<file path="src/rtl/sup_pkg.sv">
package sup_pkg;

    typedef enum logic [1:0] {
        WD_IDLE   = 2'd0,
        WD_DELAY  = 2'd1,
        WD_WINDOW = 2'd2,
        WD_FAULT  = 2'd3
    } wd_state_e;

    function automatic int unsigned max2(int unsigned a, int unsigned b);
        return (a > b) ? a : b;
    endfunction

    function automatic int unsigned cnt_bits(int unsigned n);
        return (n < 2) ? 1 : $clog2(n + 1);
    endfunction

endpackage

</file>
<file path="src/rtl/sup_rail_timer.sv">
module sup_rail_timer #(
    parameter int unsigned RESET_CYCLES = 20,
    parameter int unsigned CW           = 5
) (
    input  logic clk,
    input  logic rst,
    input  logic qualify,
    output logic released
);
    localparam logic [CW-1:0] LAST = CW'(RESET_CYCLES - 1);

    logic [CW-1:0] cnt;

    always_ff @(posedge clk) begin
        if (rst || !qualify) begin
            cnt      <= '0;
            released <= 1'b0;
        end else if (!released) begin
            if (cnt == LAST) begin
                released <= 1'b1;
            end else begin
                cnt <= cnt + 1'b1;
            end
        end
    end
endmodule

</file>
<file path="src/rtl/sup_edge_sync.sv">
module sup_edge_sync #(
    parameter int unsigned STAGES = 2
) (
    input  logic clk,
    input  logic rst,
    input  logic din,
    output logic fall
);
    logic [STAGES:0] sh;

    always_ff @(posedge clk) begin
        if (rst) begin
            sh <= '0;
        end else begin
            sh <= {sh[STAGES-1:0], din};
        end
    end

    assign fall = sh[STAGES] & ~sh[STAGES-1];
endmodule

</file>
<file path="src/rtl/sup_watchdog.sv">
module sup_watchdog
    import sup_pkg::*;
#(
    parameter int unsigned RESET_CYCLES = 20,
    parameter int unsigned DELAY_CYCLES = 15,
    parameter int unsigned WIN_MIN      = 8,
    parameter int unsigned WIN_MAX      = 30,
    parameter int unsigned CW           = 5
) (
    input  logic clk,
    input  logic rst,
    input  logic supervise,
    input  logic fall,
    output logic fault_n
);
    localparam logic [CW-1:0] DLY_LAST = CW'(DELAY_CYCLES - 1);
    localparam logic [CW-1:0] RST_LAST = CW'(RESET_CYCLES - 1);
    localparam logic [CW-1:0] WIN_LAST = CW'(WIN_MAX - 1);
    localparam logic [CW-1:0] WIN_LO   = CW'(WIN_MIN);

    typedef struct packed {
        wd_state_e     state;
        logic [CW-1:0] cnt;
    } wd_ctx_t;

    wd_ctx_t ctx, ctx_nx;

    always_comb begin
        ctx_nx = ctx;
        if (!supervise) begin
            ctx_nx.state = WD_IDLE;
            ctx_nx.cnt   = '0;
        end else begin
            unique case (ctx.state)
                WD_IDLE: begin
                    ctx_nx.state = WD_DELAY;
                    ctx_nx.cnt   = '0;
                end
                WD_DELAY: begin
                    if (ctx.cnt == DLY_LAST) begin
                        ctx_nx.state = WD_WINDOW;
                        ctx_nx.cnt   = '0;
                    end else begin
                        ctx_nx.cnt = ctx.cnt + 1'b1;
                    end
                end
                WD_WINDOW: begin
                    if (fall) begin
                        ctx_nx.cnt = '0;
                        if (ctx.cnt < WIN_LO) begin
                            ctx_nx.state = WD_FAULT;
                        end
                    end else if (ctx.cnt == WIN_LAST) begin
                        ctx_nx.state = WD_FAULT;
                        ctx_nx.cnt   = '0;
                    end else begin
                        ctx_nx.cnt = ctx.cnt + 1'b1;
                    end
                end
                WD_FAULT: begin
                    if (ctx.cnt == RST_LAST) begin
                        ctx_nx.state = WD_DELAY;
                        ctx_nx.cnt   = '0;
                    end else begin
                        ctx_nx.cnt = ctx.cnt + 1'b1;
                    end
                end
                default: begin
                    ctx_nx.state = WD_IDLE;
                    ctx_nx.cnt   = '0;
                end
            endcase
        end
    end

    always_ff @(posedge clk) begin
        if (rst) begin
            ctx.state <= WD_IDLE;
            ctx.cnt   <= '0;
        end else begin
            ctx <= ctx_nx;
        end
    end

    assign fault_n = (ctx.state != WD_FAULT);
endmodule

</file>
<file path="src/rtl/dual_rail_supervisor.sv">
module dual_rail_supervisor
    import sup_pkg::*;
#(
    parameter int unsigned RESET_CYCLES = 20,
    parameter int unsigned DELAY_CYCLES = 15,
    parameter int unsigned WIN_MIN      = 8,
    parameter int unsigned WIN_MAX      = 30,
    parameter int unsigned SYNC_STAGES  = 2,
    parameter int unsigned NUM_RAILS    = 2
) (
    input  logic clk,
    input  logic rst,
    input  logic enable,
    input  logic rail_a_good,
    input  logic rail_b_good,
    input  logic wd_in,
    output logic rst_a_n,
    output logic rst_b_n,
    output logic wd_fault_n
);
    localparam int unsigned LONGEST =
        max2(max2(RESET_CYCLES, DELAY_CYCLES), WIN_MAX);
    localparam int unsigned CW = cnt_bits(LONGEST);

    logic [NUM_RAILS-1:0] good_vec;
    logic [NUM_RAILS-1:0] rel_vec;
    logic                 wd_fall;

    assign good_vec = {rail_b_good, rail_a_good};

    for (genvar g = 0; g < NUM_RAILS; g++) begin : g_rail
        sup_rail_timer #(
            .RESET_CYCLES(RESET_CYCLES),
            .CW          (CW)
        ) u_timer (
            .clk     (clk),
            .rst     (rst),
            .qualify (enable & good_vec[g]),
            .released(rel_vec[g])
        );
    end

    sup_edge_sync #(
        .STAGES(SYNC_STAGES)
    ) u_sync (
        .clk (clk),
        .rst (rst),
        .din (wd_in),
        .fall(wd_fall)
    );

    sup_watchdog #(
        .RESET_CYCLES(RESET_CYCLES),
        .DELAY_CYCLES(DELAY_CYCLES),
        .WIN_MIN     (WIN_MIN),
        .WIN_MAX     (WIN_MAX),
        .CW          (CW)
    ) u_wd (
        .clk      (clk),
        .rst      (rst),
        .supervise(&rel_vec),
        .fall     (wd_fall),
        .fault_n  (wd_fault_n)
    );

    assign rst_a_n = rel_vec[0];
    assign rst_b_n = rel_vec[1];
endmodule

</file>
<file path="config.mk">
export PLATFORM = sky130hd
export DESIGN_NAME = dual_rail_supervisor
export DESIGN_NICKNAME = d
export VERILOG_FILES = /design/src/rtl/sup_pkg.sv /design/src/rtl/sup_rail_timer.sv /design/src/rtl/sup_edge_sync.sv /design/src/rtl/sup_watchdog.sv /design/src/rtl/dual_rail_supervisor.sv
export SDC_FILE = /design/constraint.sdc
export NUM_CORES = 1
export LEC_CHECK = 0
export ABC_AREA = 1
export BUFFER_PORTS_ARGS = -buffer_cell sky130_fd_sc_hd__clkbuf_2
export CORE_AREA = 3 3 65 67
export DETAILED_ROUTE_END_ITERATION = 7
export DIE_AREA = 0 0 68 70
export MAX_ROUTING_LAYER = met4
export SYNTH_ARGS = -nofsm -noshare
export SYNTH_HDL_FRONTEND = slang
export SYNTH_SLANG_ARGS = --single-unit
</file>
<file path="constraint.sdc">
create_clock -name clk -period 1.7 [get_ports clk]
set_input_delay 0.255 -clock clk [delete_from_list [all_inputs] [get_ports clk]]
set_output_delay 0.255 -clock clk [all_outputs]
set_load 0.01 [all_outputs]
</file>
==> flow_summary.json <==
{
  "status": "completed",
  "p_sw_share_pct": 17.4,
  "fin_tns_setup_ps": 0,
  "finalMaxSlewViolations": 0,
  "yosysTopAreaCellShare_pct": 39.7,
  "hold_class": "input pin to register",
  "die_h_um": 70,
  "syn_area_per_cell_um2": 7.49,
  "synthMuxAreaShare_pct": 0,
  "drtIter0Drc": 34,
  "via_per_inst": 4.13,
  "synth_area_leaders": "dfxtp_1 (40%), ha_1 (11%), nor2_1 (9.1%), nand2_1 (7.8%), inv_1 (5.1%)",
  "slew_headroom_pct": 77.1,
  "hold_viol_final": 0,
  "synth_adder_area_share_pct": 11.3,
  "syn_nets": 164,
  "hpwl_mm": 1.30,
  "die_w_um": 68,
  "clkTransAtPathRegs_ps": 80,
  "diodes": 0,
  "synth_xor_area_share_pct": 3.16,
  "min_period_ps": 1480,
  "grt_pass1_vias": 752,
  "finalSetupViolations": 0,
  "final_cell_mix": "nor2_1 (27), nand2_1 (23), dfxtp_1 (22)",
  "io_buffers": 8,
  "grt_max_degree": 14,
  "ir_drop_v": 0.000451,
  "clockBufferDepth": 2,
  "postCtsHoldBufs": 0,
  "wl_mm": 1.70,
  "clockRootBuffer": "clkbuf_8",
  "fin_util_pct": 34.7,
  "fin_crit_sh_pct": 87.0,
  "rsz0062_at_grt": "false",
  "cp_data_required_time_ps": 1890,
  "fin_skew_ps": 6.00,
  "wl_per_cell_um": 8.16,
  "synth_compound_area_share_pct": 7.56,
  "antenna_found_initial": 0,
  "cts-buffers-inserted": 3,
  "tightest_slew_ps": 341,
  "synth.distinct_cells": 22,
  "synth_area_um2": 1110,
  "ios": 9,
  "max_freq_mhz": 676,
  "ys_seq_area_share_pct": 39.7,
  "drtPass1Iterations": 4,
  "pwr-share-seq_pct": 51.2,
  "mostFrequentLayoutCell": "nor2_1",
  "cts_tree": "done",
  "leakagePower_nw": 0.542,
  "synth_top_family_by_area": "simple AND/OR/NAND/NOR gates",
  "drc": 0,
  "synth-simple-area-share_pct": 28.2,
  "vias": 859,
  "start_util_pct": 30.1,
  "syn2layout_area_growth_pct": 15.5,
  "cts_max_level": 1,
  "die-area_um2": 4760,
  "p_int_mw": 0.844,
  "power_density_nw_per_um2": 798,
  "ys_ff_latch": 22,
  "postCtsSetupBuffers": 0,
  "final_net_count": 177,
  "synth_top_area_cell": "dfxtp_1",
  "end_kind": "register",
  "setup.worst_path.start_class": "register",
  "crit_arrival_ps": 1670,
  "synth_cells": 148,
  "power_switching_mw": 0.178,
  "place.gp.congestion": 0.735,
  "worstSetupPathType": "register to register",
  "grt-ovfl-total": 0,
  "clock-sinks": 22,
  "cp_max_fo": 5,
  "cts_resized": 0,
  "grt_pass1_wl_mm": 3.07,
  "ys_warn_count": 0,
  "core_um2": 3690,
  "insertion_delay_ps": 260,
  "drive_above_1_share_pct": 20.0,
  "clkPwrFrac_pct": 46.7,
  "drv_cap": 0,
  "combPwrFrac_pct": 2.2,
  "postRouteAntennaNets": 0,
  "gr-usage-all-layers_pct": 8.08,
  "row_count": 22
}
[final timing paths]
| check | slack (ps) | startpoint | end | cells after the start |
|---|---|---|---|---|
| worst min register to register | 400 | u_sync.sh[0] | u_sync.sh[1] | 2 |
| worst min-delay path | 190 | wd_in | u_sync.sh[0] | 3 |
| worst max-delay path | 220 | u_wd.ctx[5] | u_wd.ctx[4] | 5 |
| worst max register to register | 220 | u_wd.ctx[5] | u_wd.ctx[4] | 5 |
[registers in the layout (all words and copies together), names as in the netlist]
register                 flops
g_rail.u_timer.cnt          10
u_wd.ctx                     7
u_sync.sh                    3
g_rail.u_timer.released      2
[power groups by stage]
stage	Sequential, mW	Combinational [mW]	Clock [mW]
floorplan	0.535	0.0123	0
global placement	0.535	0.0221	0
detailed placement	0.535	0.0222	0
CTS	0.523	0.0223	0.492
global route	0.523	0.0266	0.515
finish	0.523	0.0221	0.477
[logic make-up (layout without fill, tap and decap cells)]
kind of cell	after synthesis	in the layout
simple gates	70	70
buf+inv	26	38
flops	22	22
compound gates	16	16
fa+ha+maj	10	10
xor+xnor	4	4
[cell type report]
| class | instances | area, µm² |
|---|---|---|
| Fill cell | 403 | 2410 |
| Multi-Input combinational cell | 100 | 557 |
| Inverter | 26 | 111 |
| Sequential cell | 22 | 440 |
| Clock inverter | 1 | 30.0 |
| Clock buffer | 3 | 41.3 |
| Tap cell | 48 | 60.1 |
| Timing Repair Buffer | 8 | 40.0 |
[synthesized netlist by cell type]
cell type / count
nand3b_1: 1
nor4_1: 1
inv_1: 15
nor3_1: 1
a21oi_1: 9
nor2_1: 27
xnor2_1: 1
nor3_2: 1
o21ai_0: 1
nand2_2: 3
inv_2: 10
nand4_1: 2
dfxtp_1: 22
xor2_1: 3
o21ai_1: 5
nor2_2: 3
bufinv_8: 1
nand3_1: 7
nor2_4: 1
o21ai_2: 1
nand2_1: 23
ha_1: 10
[stage by stage]
stage | hold WS [ps] | setup slack, ps | power, mW | area (µm²) | cells
after global placement | 393 | 310 | 0.557 | 1210 | 204
after floorplan | 326 | 369 | 0.547 | 1110 | 148
after global routing | 183 | 71.6 | 1.07 | 1280 | 208
final | 187 | 221 | 1.02 | 1280 | 208
after CTS | 183 | 205 | 1.04 | 1280 | 208
after detailed placement | 402 | 246 | 0.557 | 1210 | 204
[critical path, stage by stage (launching register included)]
cell and delay [ps]:
dfxtp_1 390, bufinv_8 200, ha_1 180, nor4_1 360
o21ai_2 160, nor3_2 120
[layer usage]
metal	wire length [µm]	track usage (%)
met1	912	10.9
met2	729	12.0
met3	55	1.93
met4	0	1.99
met5	0	-
Power figures use the tool's default switching activity.
